--- src/rtl/dbg_exec_pkg.sv ---
// Package: shared command codes, controller states and decoded-command type.
// Assumes a 3-bit command code; code 7 is reserved and decodes to nothing.
package dbg_exec_pkg;

    typedef enum logic [2:0] {
        CMD_RUN   = 3'd0,
        CMD_HALT  = 3'd1,
        CMD_RESET = 3'd2,
        CMD_STEP  = 3'd3,
        CMD_SKIP  = 3'd4,
        CMD_OVER  = 3'd5,
        CMD_OUT   = 3'd6
    } dbg_cmd_e;

    typedef enum logic [2:0] {
        ST_HALTED,
        ST_RUN,
        ST_STEP,
        ST_SKIP,
        ST_OVER,
        ST_OUT
    } dbg_state_e;

    typedef struct packed {
        logic run;
        logic halt;
        logic rst;
        logic step;
        logic skip;
        logic over;
        logic out;
    } dbg_dec_t;

endpackage

--- src/rtl/dbg_cmd_decode.sv ---
// Module: turns a strobed command code into one-hot request flags.
// Assumes cmd_valid lasts one cycle per command; unknown codes yield no flag.
module dbg_cmd_decode
    import dbg_exec_pkg::*;
(
    input  logic       cmd_valid,
    input  logic [2:0] cmd_code,
    output dbg_dec_t   dec
);

    // Decode the code into at most one active request flag.
    always_comb begin
        dec = '0;
        if (cmd_valid) begin
            case (cmd_code)
                CMD_RUN:   dec.run  = 1'b1;
                CMD_HALT:  dec.halt = 1'b1;
                CMD_RESET: dec.rst  = 1'b1;
                CMD_STEP:  dec.step = 1'b1;
                CMD_SKIP:  dec.skip = 1'b1;
                CMD_OVER:  dec.over = 1'b1;
                CMD_OUT:   dec.out  = 1'b1;
                default:   dec      = '0;
            endcase
        end
    end

endmodule

--- src/rtl/dbg_depth_track.sv ---
// Module: live call-depth counter plus the depth captured at command issue.
// Assumes call/return flags are only meaningful in slots that execute (slot=1)
// and that the core never returns with an empty stack.
module dbg_depth_track #(
    parameter int DEPTH_W = 4
) (
    input  logic               clk,
    input  logic               rst_n,
    input  logic               load,
    input  logic [DEPTH_W-1:0] sp_in,
    input  logic               slot,
    input  logic               call_evt,
    input  logic               ret_evt,
    output logic               over_reached,
    output logic               out_reached
);

    logic [DEPTH_W-1:0] depth_q;
    logic [DEPTH_W-1:0] cap_q;
    logic [DEPTH_W-1:0] depth_nxt;

    // Depth after the slot currently completing.
    always_comb begin
        depth_nxt = depth_q + DEPTH_W'(call_evt) - DEPTH_W'(ret_evt);
    end

    // Targets: step-over back at/below capture, step-out strictly below it.
    always_comb begin
        over_reached = (depth_nxt <= cap_q);
        out_reached  = (cap_q == '0) || (depth_nxt < cap_q);
    end

    // Capture on command issue, follow call/return events afterwards.
    always_ff @(posedge clk) begin
        if (!rst_n) begin
            depth_q <= '0;
            cap_q   <= '0;
        end else if (load) begin
            depth_q <= sp_in;
            cap_q   <= sp_in;
        end else if (slot) begin
            depth_q <= depth_nxt;
        end
    end

    AST_DEPTH_NO_UNDERFLOW: assert property (@(posedge clk) disable iff (!rst_n)
        (slot && ret_evt && !call_evt) |-> (depth_q != '0)) else $error("depth underflow");

endmodule

--- src/rtl/dbg_exec_fsm.sv ---
// Module: halt/run state machine. Drives fetch enable, skip request and the
// one-cycle core reset. Assumes decoded commands from dbg_cmd_decode and
// depth targets from dbg_depth_track. Halt, reset and (in free-running modes)
// a breakpoint lower fetch enable in the same cycle.
module dbg_exec_fsm
    import dbg_exec_pkg::*;
(
    input  logic     clk,
    input  logic     rst_n,
    input  dbg_dec_t dec,
    input  logic     bp_hit,
    input  logic     retire,
    input  logic     over_reached,
    input  logic     out_reached,
    output logic     fetch_en,
    output logic     skip_req,
    output logic     slot_done,
    output logic     load_depth,
    output logic     core_rst,
    output logic     halted
);

    dbg_state_e state_q;
    dbg_state_e state_d;
    logic       rst_q;
    logic       running;
    logic       free_run;
    logic       stop_now;
    logic       target_met;
    logic       start_cmd;

    // Classify the current state and the stop requests of this cycle.
    always_comb begin
        running  = (state_q != ST_HALTED);
        free_run = (state_q == ST_RUN) || (state_q == ST_OVER) || (state_q == ST_OUT);
        stop_now = dec.rst || dec.halt || (free_run && bp_hit);
        fetch_en = running && !stop_now;
        skip_req = (state_q == ST_SKIP) && fetch_en;
        slot_done = fetch_en && retire;
        start_cmd = dec.run || dec.step || dec.skip || dec.over || dec.out;
        load_depth = !running && start_cmd && !dec.rst;
    end

    // Per-mode completion test for the slot now finishing.
    always_comb begin
        case (state_q)
            ST_STEP, ST_SKIP: target_met = 1'b1;
            ST_OVER:          target_met = over_reached;
            ST_OUT:           target_met = out_reached;
            default:          target_met = 1'b0;
        endcase
    end

    // Next-state selection: reset first, then start commands, then stops.
    always_comb begin
        state_d = state_q;
        if (dec.rst) begin
            state_d = ST_HALTED;
        end else if (!running) begin
            if (dec.run)       state_d = ST_RUN;
            else if (dec.step) state_d = ST_STEP;
            else if (dec.skip) state_d = ST_SKIP;
            else if (dec.over) state_d = ST_OVER;
            else if (dec.out)  state_d = ST_OUT;
        end else if (stop_now || (slot_done && target_met)) begin
            state_d = ST_HALTED;
        end
    end

    // State and one-cycle core reset registers.
    always_ff @(posedge clk) begin
        if (!rst_n) begin
            state_q <= ST_HALTED;
            rst_q   <= 1'b0;
        end else begin
            state_q <= state_d;
            rst_q   <= dec.rst;
        end
    end

    assign core_rst = rst_q;
    assign halted   = (state_q == ST_HALTED);

    AST_STEP_ONE_SLOT: assert property (@(posedge clk) disable iff (!rst_n)
        ((state_q == ST_STEP) && slot_done) |=> halted) else $error("step overran");
    AST_SKIP_ONE_SLOT: assert property (@(posedge clk) disable iff (!rst_n)
        ((state_q == ST_SKIP) && slot_done) |=> (halted && !skip_req)) else $error("skip overran");
    AST_RST_PULSE: assert property (@(posedge clk) disable iff (!rst_n)
        core_rst |=> !core_rst) else $error("core reset too long");
    AST_RST_HALTS: assert property (@(posedge clk) disable iff (!rst_n)
        dec.rst |=> (halted && core_rst)) else $error("reset did not halt");
    AST_HALT_WINS: assert property (@(posedge clk) disable iff (!rst_n)
        (running && dec.halt) |=> halted) else $error("halt ignored");

endmodule

--- src/rtl/dbg_exec_ctrl.sv ---
// Module (top): debug execution controller. Wires the command decoder,
// the depth tracker and the state machine, and latches the stop address.
// Assumes core_pc is the address of the instruction in the current slot and
// core_retire reports completion of a slot enabled in the same cycle.
module dbg_exec_ctrl
    import dbg_exec_pkg::*;
#(
    parameter int PC_W    = 13,
    parameter int DEPTH_W = 4
) (
    input  logic               clk,
    input  logic               rst_n,
    input  logic               cmd_valid,
    input  logic [2:0]         cmd_code,
    input  logic               bp_hit,
    input  logic               core_retire,
    input  logic               core_call,
    input  logic               core_ret,
    input  logic [DEPTH_W-1:0] core_sp,
    input  logic [PC_W-1:0]    core_pc,
    output logic               core_fetch_en,
    output logic               core_skip,
    output logic               core_rst,
    output logic               halted,
    output logic [PC_W-1:0]    halt_pc
);

    dbg_dec_t dec;
    logic     slot_done;
    logic     load_depth;
    logic     over_reached;
    logic     out_reached;

    dbg_cmd_decode u_dec (
        .cmd_valid (cmd_valid),
        .cmd_code  (cmd_code),
        .dec       (dec)
    );

    dbg_depth_track #(.DEPTH_W(DEPTH_W)) u_depth (
        .clk          (clk),
        .rst_n        (rst_n),
        .load         (load_depth),
        .sp_in        (core_sp),
        .slot         (slot_done),
        .call_evt     (core_call),
        .ret_evt      (core_ret),
        .over_reached (over_reached),
        .out_reached  (out_reached)
    );

    dbg_exec_fsm u_fsm (
        .clk          (clk),
        .rst_n        (rst_n),
        .dec          (dec),
        .bp_hit       (bp_hit),
        .retire       (core_retire),
        .over_reached (over_reached),
        .out_reached  (out_reached),
        .fetch_en     (core_fetch_en),
        .skip_req     (core_skip),
        .slot_done    (slot_done),
        .load_depth   (load_depth),
        .core_rst     (core_rst),
        .halted       (halted)
    );

    // Stop-address register: zero on reset command, else follows the core while halted.
    always_ff @(posedge clk) begin
        if (!rst_n) begin
            halt_pc <= '0;
        end else if (dec.rst) begin
            halt_pc <= '0;
        end else if (halted && !core_rst) begin
            halt_pc <= core_pc;
        end
    end

    AST_HALTED_NO_FETCH: assert property (@(posedge clk) disable iff (!rst_n)
        halted |-> !core_fetch_en) else $error("fetch while halted");
    AST_RST_PC_ZERO: assert property (@(posedge clk) disable iff (!rst_n)
        core_rst |-> (halt_pc == '0)) else $error("stop address not cleared");

endmodule

--- config.mk ---
export PLATFORM = sky130hd
export DESIGN_NAME = dbg_exec_ctrl
export DESIGN_NICKNAME = d
export VERILOG_FILES = /design/src/rtl/dbg_exec_pkg.sv /design/src/rtl/dbg_cmd_decode.sv /design/src/rtl/dbg_depth_track.sv /design/src/rtl/dbg_exec_fsm.sv /design/src/rtl/dbg_exec_ctrl.sv
export SDC_FILE = /design/constraint.sdc
export NUM_CORES = 1
export LEC_CHECK = 0
export ABC_AREA = 1
export BUFFER_PORTS_ARGS = -buffer_cell sky130_fd_sc_hd__buf_2
export CORE_MARGIN = 4
export CORE_UTILIZATION = 52
export CTS_BUF_LIST = sky130_fd_sc_hd__clkbuf_8
export CTS_CLUSTER_DIAMETER = 200
export DETAILED_ROUTE_END_ITERATION = 10
export GPL_TIMING_DRIVEN = 0
export PLACE_DENSITY = 0.81
export SYNTH_ARGS = -nofsm -noshare
export SYNTH_HDL_FRONTEND = slang
export SYNTH_SLANG_ARGS = --single-unit
--- constraint.sdc ---
create_clock -name clk -period 2.7 [get_ports clk]
set_input_delay 0.405 -clock clk [delete_from_list [all_inputs] [get_ports clk]]
set_output_delay 0.405 -clock clk [all_outputs]
set_load 0.03 [all_outputs]
==> results of run 1 <==
-- timing repair --
action,4_1_cts,5_1_grt
setup buffers,0,1
resized for setup,0,9
endpoints found under the hold margin,0,0
endpoints found under the setup margin,0,3
-- cells by family after synthesis --
| family | count (synthesis) |
|---|---|
| simple gates | 99 |
| buf+inv | 34 |
| compound gates | 30 |
| flops | 25 |
| fa+ha+maj | 9 |
| xor+xnor | 3 |
-- flip-flops by register name (all words and copies together), names as in the netlist --
signal,cells
u_fsm.core_rst,1
u_depth.depth_q,4
u_depth.cap_q,4
u_fsm.state_q,3
halt_pc,13
-- worst max path at each step --
stage / startpoint / endpoint / slack, ns / depth (start not counted)
floorplan: core_ret / u_fsm.state_q[2]$_SDFFE_PP0P_ / 0.25 / 18
global placement: core_ret / u_fsm.state_q[0]$_SDFFE_PP0P_ / -0.03 / 19
detailed placement: core_ret / u_fsm.state_q[0]$_SDFFE_PP0P_ / -0.07 / 19
CTS: u_depth.depth_q[0]$_SDFFE_PN0P_ / u_fsm.state_q[0]$_SDFFE_PP0P_ / 0.07 / 19
global route: u_depth.depth_q[0]$_SDFFE_PN0P_ / u_fsm.state_q[2]$_SDFFE_PP0P_ / -0.02 / 20
finish: u_depth.depth_q[0]$_SDFFE_PN0P_ / u_fsm.state_q[2]$_SDFFE_PP0P_ / 0.23 / 20
-- worst max-delay path, delay by kind of cell, from the launching register on --
kind / cells / cell delay, ns
xor gates and xnor gates: 1 / 0.17
adders and majority gates: 4 / 1.06
buffers and inverters: 3 / 0.12
DFF: 1 / 0.34
and+or+nand+nor: 12 / 0.72
-- per-layer routing --
| metal | up-vias | GRT usage |
|---|---|---|
| met3 | 4 | 0.0410 |
| met1 | 579 | 0.233 |
| met4 | 0 | 0.0696 |
| li1 | 731 | - |
| met5 | - | 0 |
| met2 | 27 | 0.253 |
-- power groups by stage --
stage | Clock, mW | Combinational, mW | Sequential [mW]
3_5_place_dp | 0 | 1.17 | 0.557
6_report | 0.210 | 1.26 | 0.551
2_1_floorplan | 0 | 0.817 | 0.661
3_3_place_gp | 0 | 1.16 | 0.557
5_1_grt | 0.235 | 1.43 | 0.568
4_1_cts | 0.218 | 1.19 | 0.550
-- cell usage in the layout (no fill, tap or decap), types with 2 or more instances in the layout --
cell type	n
a21oi_1	24
buf_2	44
buf_4	2
clkbuf_1	2
clkbuf_8	3
dfxtp_1	24
ha_1	6
ha_4	2
inv_1	23
inv_2	6
nand2_1	51
nand2_2	2
nand2_4	3
nand3_1	22
nor2_1	17
o21ai_0	4
xor2_2	2
-- layout make-up --
type | count | area, µm² | share of cell area
clock inverters | 1 | 3.75 | 0.00215
inverters | 29 | 110 | 0.0630
repair buffers | 44 | 223 | 0.128
multi-input cells | 141 | 798 | 0.457
well taps | 30 | 37.5 | 0.0215
clock buffers | 3 | 41.3 | 0.0236
plain buffers | 5 | 31.3 | 0.0179
flip-flops and latches | 25 | 502 | 0.287
-- through the flow --
step | hold slack [ns] | cells
finish | 0.403 | 278
global route | 0.411 | 278
CTS | 0.396 | 277
detailed placement | 0.452 | 273
global placement | 0.449 | 273
floorplan | 0.445 | 200
==> results_dict.tcl, run 1 <==
set metrics [dict create \
    status "complete, no violations" \
    drv_slew 0 \
    drt-wirelength-per-cell_um 10.4 \
    hold_depth 3 \
    placed_cell_area_um2 1650 \
    power_density_nw_per_um2 1150 \
    cp_max_fo 5 \
    cpMostUsedCell "nand2_1" \
    cp_cell_sequence "inv_2 > ha_4 > inv_2 > ha_4 > fa_2 > xor2_2 > ha_1 > nand2_1 > inv_1 > nand2_1 > nand2_1 > nand2_1 > nand2_1 > nand2_1 > nand2_1 > nand2_2 > nand2_2 > nand2_1 > nand2_1 > nor2_1" \
    swShare 0.471 \
    cp.required_ns 2.90 \
    finalPower_mw 2.02 \
    dr_total_vias 1341 \
    fin_area_um2 1750 \
    path_clk_slew_ns 0.08 \
    place_ws_ns -0.0681 \
    grt_pass1_vias 1158 \
    cp-start-kind "flop" \
    synth_xor_area_frac 0.0188 \
    route.detailed.drc 0 \
    p_sw_mw 0.950 \
    cts.sinks 25 \
    core_um2 2520 \
    track_usage 0.170 \
    postCtsHoldBufs 0 \
    synth_edf_count 0 \
    fill_cells 235 \
    synth_seq_cells 25 \
    synthTopCellsByArea "dfxtp_1, nand2_1, a21oi_1" \
    ys_types 25 \
    clock_path_buffers 2 \
    min_period_ns 2.47 \
    gr-total-overflow 0 \
    synthTopCellsByCount "nand2_1, dfxtp_1, a21oi_1, inv_1, nand3_1" \
    grt_first_pass_wirelength_mm 4.75 \
    synthToLayoutAreaGrowth_pct 25.0 \
    fmax_ghz 0.405 \
    async_reset_ff_frac 0 \
    r2r_end "u_fsm.state_q[2]$_SDFFE_PP0P_" \
    worstSetupEndpointType "flop" \
    synth.cell_area_um2 1400 \
    vdd_ir_drop_max_mv 0.913 \
    synth_area_leader_cell "dfxtp_1" \
    hpwl_mm 2.27 \
    final-setup-viol-count 0 \
    synthFlopType "dfxtp_1" \
    wl_met1_mm 1.42 \
    cap_violations 0 \
    fin_skew_ns 0.00189 \
    synth.net_count 236 \
    finalCritPeriodShare 0.915 \
    clock_latency_ns 0.26 \
    p_int_mw 1.07 \
    syn_area_per_cell_um2 6.99 \
    synth.most_common_cell "nand2_1" \
    wl_met2_mm 1.28 \
    worstRegToRegCells 20 \
    start_util 0.554 \
    setup_tns_ns 0 \
    die_w_um 59.8 \
    cts_tree "yes" \
    io_pins 44 \
    min_to "halt_pc[8]$_SDFFE_PP0P_" \
    totalWireLength_mm 2.89 \
    dr_wl_met3_um 169 \
    hold_path_class "primary input to flop" \
    synthMuxAreaShare 0 \
    synth-simple-area-share 0.326 \
    critical-path-max-stage-delay_ns 0.37 \
    power.leakage_nw 0.888 \
    gp_congestion 0.806 \
    synth_top_family_by_area "simple AND/OR/NAND/NOR gates" \
    fin_util 0.692 \
    min_from "core_pc[8]" \
    ys_warn_count 0 \
    finalHoldViolations 0 \
    htree_num_levels 1 \
    die-area_um2 3580 \
    firstDrtPassIters 4 \
    first_iter_violations 40 \
    port-buffer-count 43 \
    placementRows 18 \
    ys_seq_area_frac 0.358 \
    drive_gt1_frac 0.286 \
    synthCells 200 \
    r2r_slack_ns 0.23 \
    synth_compound_area_frac 0.110 \
    synth_top_cell_area_share 0.358 \
    arrival_ns 2.67 \
    cts_root_buffer "clkbuf_8" \
    critPathKind "flop to flop" \
    die_h_um 59.8 \
    grt_max_degree 14 \
    max_slew_margin 0.718 \
    cts_buffers 3 \
    cp_slowest_cell "fa_2" \
    diodes 0 \
    fin_ws_ns 0.229 \
    rsz0062_at_grt "true" \
    via_per_inst 4.82 \
    clkPwrFrac 0.104 \
    fin_nets 285 \
    worstReg2RegStart "u_depth.depth_q[0]$_SDFFE_PN0P_" \
    ant_nets 0 \
    p_seq_frac 0.273 \
    dr.max_layer_used "met4" \
    antenna_found_initial 0 \
    worstMarginPinSlew_ns 0.423 \
    power.share.combinational 0.623 \
    synthAdderAreaFrac 0.0859 \
]
Note: power is estimated with default switching activity, not from simulation.
==> run 2: changes to the inputs <==
Settings changed: CORE_MARGIN 4 to 2.
==> run 2 against run 1 <==
- first-iteration DRC count is 10% higher
- via count rose by 2.8%
- critical path depth down 1
- clock skew increased by 0.0083 ns
- final cell count fell by 0.36%
- critical path type unchanged
- largest power group unchanged
==> results_dict.tcl, run 2 (same netlist as run 1, synthesis figures left out) <==
set metrics [dict create \
    power_density_nw_per_um2 1150 \
    max_slew_margin 0.712 \
    mostFrequentLayoutCell "nand2_1" \
    final_cell_count_no_fill 277 \
    largest_reg_flops 13 \
    totalWireLength_mm 2.91 \
    start_util 0.554 \
    firstDrtPassIters 4 \
    diodes 0 \
    first_iter_violations 44 \
    cp-start-kind "flop" \
    rsz0062_at_grt "false" \
    whs_ns 0.381 \
    critPathKind "flop to flop" \
    setup_tns_ns 0 \
    cp_max_fo 5 \
    path_clk_slew_ns 0.10 \
    grt_pass1_vias 1196 \
    htree_num_levels 1 \
    drive_gt1_frac 0.279 \
    finalHoldViolations 0 \
    cp_cell_sequence "inv_1 > ha_4 > inv_2 > ha_4 > fa_2 > xor2_2 > ha_1 > nand2_1 > inv_1 > nand2_1 > nand2_1 > nand2_1 > nand2_1 > nand2_1 > nand2_1 > nand2_2 > nand2_2 > nor2_1 > nor2_1" \
    cts_buffers 3 \
    route.detailed.drc 0 \
    vdd_ir_drop_max_mv 0.903 \
    mostFrequentLayoutCells "nand2_1, buf_2, a21oi_1, dfxtp_1, inv_1" \
    dr_total_vias 1379 \
    track_usage 0.194 \
    critical-path-max-stage-delay_ns 0.37 \
    min_period_ns 2.51 \
    fin_ws_ns 0.195 \
    grt_first_pass_wirelength_mm 4.99 \
    port-buffer-count 43 \
    drt-wirelength-per-cell_um 10.5 \
    fin_nets 284 \
    cp.required_ns 2.89 \
    grt_max_degree 16 \
    place_ws_ns -0.0738 \
    die_w_um 55.8 \
    hpwl_mm 2.24 \
    cts_root_buffer "clkbuf_8" \
    gr-total-overflow 0 \
    ant_nets 0 \
    fin_skew_ns 0.0102 \
    clock_path_buffers 2 \
    placementRows 18 \
    finalCritPeriodShare 0.928 \
    arrival_ns 2.69 \
    final-setup-viol-count 0 \
    cap_violations 0 \
    status "complete, no violations" \
    via_per_inst 4.98 \
    antenna_found_initial 0 \
    placed_cells 273 \
    worstMarginPinSlew_ns 0.432 \
    drv_slew 0 \
    die-area_um2 3120 \
    cpMostUsedCell "nand2_1" \
    hold_path_class "primary input to flop" \
    die_h_um 55.8 \
    worstSetupEndpointType "flop" \
    cp_slowest_cell "fa_2" \
    gp_congestion 0.819 \
    io_pins 44 \
    top_register "halt_pc" \
    cts_tree "yes" \
    core_um2 2520 \
    clock_latency_ns 0.28 \
    synthToLayoutAreaGrowth_pct 24.2 \
    cts.sinks 25 \
    fmax_ghz 0.399 \
    finalPower_mw 2.00 \
    power.leakage_nw 0.877 \
    reg_top3 "halt_pc x13, u_depth.cap_q x4, u_depth.depth_q x4" \
]
==> run 2: cell count changes in the layout (fill, tap and decap cells not counted), sizes merged <==
| cell | delta |
|---|---|
| buf | -1 |
| inv | -1 |
| clkinvlp | +1 |
==> run 2: worst paths after layout <==
kind | depth (start not counted) | slack (ns) | end | from
worst min register to register | 2 | 0.46 | halt_pc[9]$_SDFFE_PP0P_ | halt_pc[9]$_SDFFE_PP0P_
worst max register to register | 19 | 0.19 | u_fsm.state_q[2]$_SDFFE_PP0P_ | u_depth.depth_q[0]$_SDFFE_PN0P_
worst max-delay path | 19 | 0.19 | u_fsm.state_q[2]$_SDFFE_PP0P_ | u_depth.depth_q[0]$_SDFFE_PN0P_
worst min-delay path | 3 | 0.38 | halt_pc[9]$_SDFFE_PP0P_ | core_pc[9]
==> run 2: report_power, final <==
group          total (mW)  leakage, nW  internal, mW  switching [mW]
clock               0.231       0.0217         0.105           0.126
sequential          0.555        0.206         0.477          0.0771
combinational        1.21        0.649         0.462           0.751
total                2.00        0.877          1.04           0.954
==> run 2: what timing repair did <==
action                     in CTS  in global routing
hold buffers                    0                  0
setup buffers                   0                  0
resized for setup               0                  7
setup endpoints to repair       0                  3
==> run 2: area by class of cell <==
type,count,area (µm²)
repair buffers,43,215
fillers,241,787
multi-input cells,141,791
clock buffers,3,41.3
well taps,30,37.5
flip-flops and latches,25,502
clock inverters,1,7.51
inverters,29,110
plain buffers,5,31.3
==> run 2: metrics by stage <==
stage           util  cell area (µm²)
4_1_cts        0.674             1700
2_1_floorplan      -             1400
3_3_place_gp   0.654             1650
3_5_place_dp   0.654             1650
6_report       0.688             1740
5_1_grt        0.688             1740
==> run 2: critical path, delay by kind of cell, from the launching register on <==
family / cells / cell delay [ns]
DFF: 1 / 0.33
xor gates and xnor gates: 1 / 0.19
buffers and inverters: 3 / 0.14
and+or+nand+nor: 11 / 0.69
adders and majority gates: 4 / 1.06
==> run 2: routing by layer <==
layer | GRT usage | vias up | part of all wire
li1 | - | 733 | -
met4 | 0.0510 | 0 | 0.012
met3 | 0.0419 | 6 | 0.043
met5 | 0 | - | 0
met2 | 0.321 | 30 | 0.48
met1 | 0.256 | 610 | 0.47
==> run 3: changes to the inputs <==
Settings changed: PLACE_DENSITY 0.81 to 0.85.
==> run 3 against run 2 <==
- die area stayed put
- critical path depth stayed put
- largest power group unchanged
- combinational power hardly changed
- clock power is 3% lower
- final area is 0.58% lower
- clock-buffer cell count stayed put
- total power is 0.67% higher
==> results_dict.tcl, run 3 (same netlist as run 1, synthesis figures left out) <==
set metrics [dict create \
    mostFrequentLayoutCell "nand2_1" \
    gp_congestion 0.836 \
    cts_tree "yes" \
    min_from "core_pc[9]" \
    ant_nets 0 \
    rsz0062_at_grt "false" \
    cp_slowest_cell "fa_2" \
    drv_slew 0 \
    port-buffer-count 43 \
    hpwl_mm 2.41 \
    first_iter_violations 39 \
    cp_cell_sequence "inv_1 > ha_1 > inv_1 > ha_4 > fa_2 > xor2_2 > ha_1 > nand2_2 > inv_1 > nand2_1 > nand2_1 > nand2_1 > nand2_1 > nand2_1 > nand2_1 > nand2_2 > nand2_2 > nor2_1 > nor2_1" \
    hold_path_class "primary input to flop" \
    final-setup-viol-count 0 \
    vdd_ir_drop_max_mv 0.730 \
    crit_path_start "u_depth.depth_q[0]$_SDFFE_PN0P_" \
    totalWireLength_mm 3.04 \
    postCtsHoldBufs 0 \
    gr-total-overflow 0 \
    max_slew_margin 0.707 \
    grt_first_pass_wirelength_mm 5.02 \
    cp-start-kind "flop" \
    synthToLayoutAreaGrowth_pct 23.5 \
    critical-path-top-delay-family "adder cells" \
    endpoint "u_fsm.state_q[2]$_SDFFE_PP0P_" \
    multi_input_area_um2 781 \
    fill_cells 236 \
    setup_tns_ns 0 \
    antenna_found_initial 0 \
    drt-wirelength-per-cell_um 11.0 \
    cpMostUsedCell "nand2_1" \
    place_ws_ns -0.0801 \
    arrival_ns 2.67 \
    route.detailed.drc 0 \
    placementRows 18 \
    power.leakage_nw 0.877 \
    final_cell_count_no_fill 277 \
    cp.buffers_inverters 3 \
    grt_pass1_vias 1205 \
    io_pins 44 \
    ff_latch_area_um2 502 \
    die_h_um 55.8 \
    cts.sinks 25 \
    fin_skew_ns 0.00689 \
    firstDrtPassIters 5 \
    worstReg2RegStart "u_depth.depth_q[0]$_SDFFE_PN0P_" \
    cp_max_fo 5 \
    cap_violations 0 \
    die-area_um2 3120 \
    fin_nets 284 \
    worstSetupEndpointType "flop" \
    clock_path_buffers 2 \
    whs_ns 0.393 \
    fmax_ghz 0.401 \
    start_util 0.554 \
    worstRegToRegCells 19 \
    drive_gt1_frac 0.275 \
    reg_top3 "halt_pc x13, u_depth.cap_q x4, u_depth.depth_q x4" \
    finalHoldViolations 0 \
    clock_latency_ns 0.27 \
    diodes 0 \
    top_register "halt_pc" \
    cts_root_buffer "clkbuf_8" \
    fin_ws_ns 0.209 \
    cp.required_ns 2.88 \
    largest_reg_flops 13 \
    cts_buffers 3 \
    dr_total_vias 1347 \
    power_density_nw_per_um2 1170 \
    status "complete, no violations" \
    grt_max_degree 16 \
    r2r_end "u_fsm.state_q[2]$_SDFFE_PP0P_" \
    finalCritPeriodShare 0.923 \
    placed_cells 273 \
    via_per_inst 4.86 \
    crit_cells 19 \
    cts_setup_buffers 0 \
    r2r_slack_ns 0.21 \
    path_clk_slew_ns 0.09 \
    fin_util 0.684 \
    htree_num_levels 1 \
    core_um2 2520 \
    die_w_um 55.8 \
    critPathKind "flop to flop" \
    mostFrequentLayoutCells "nand2_1, buf_2, inv_1, a21oi_1, dfxtp_1" \
    min_period_ns 2.49 \
    track_usage 0.201 \
    worstMarginPinSlew_ns 0.439 \
    critical-path-max-stage-delay_ns 0.38 \
]
-- run 3: worst min path at each step --
stage | endpoint | slack (ns) | cells after the start
after global routing | halt_pc[7]$_SDFFE_PP0P_ | 0.40 | 3
after floorplan | u_depth.cap_q[1]$_SDFFE_PN0P_ | 0.44 | 2
final | halt_pc[9]$_SDFFE_PP0P_ | 0.39 | 3
after CTS | halt_pc[9]$_SDFFE_PP0P_ | 0.39 | 3
after global placement | halt_pc[1]$_SDFFE_PP0P_ | 0.45 | 2
after detailed placement | halt_pc[2]$_SDFFE_PP0P_ | 0.45 | 2
-- run 3: layer usage --
metal | part of all wire | up-vias | GRT usage
li1 | - | 730 | -
met1 | 0.46 | 585 | 0.250
met2 | 0.49 | 28 | 0.349
met3 | 0.038 | 4 | 0.0349
met4 | 0.011 | 0 | 0.0714
met5 | 0 | - | 0
-- run 3: metrics by stage --
stage,power [mW],cell area [µm²]
after floorplan,1.48,1400
after global placement,1.71,1650
after detailed placement,1.75,1650
after CTS,1.97,1700
after global routing,2.19,1730
final,2.01,1730
-- run 3: where the power goes --
| part | internal (mW) | total (mW) | switching, mW |
|---|---|---|---|
| logic | 0.467 | 1.24 | 0.771 |
| registers | 0.477 | 0.551 | 0.0739 |
| clock network | 0.104 | 0.223 | 0.119 |
-- run 3: final cells by class --
cell class                      count  area share
Multi-Input combinational cell    141       0.453
Sequential cell                    25       0.291
Timing Repair Buffer               43       0.125
Inverter                           29      0.0638
Clock buffer                        3      0.0239
Tap cell                           30      0.0218
Buffer                              5      0.0181
Clock inverter                      1     0.00435
-- run 3: tightest hold or removal path, delay by kind of cell --
family                 cells  cell delay, ns
buffers and inverters      1            0.09
AND/OR/NAND/NOR            1            0.06
AO/OA/AOI/OAI              1            0.06
-- run 3: what timing repair did --
action	4_1_cts	5_1_grt
hold endpoints to repair	0	0
gates resized for setup	0	6
setup endpoints to repair	0	3
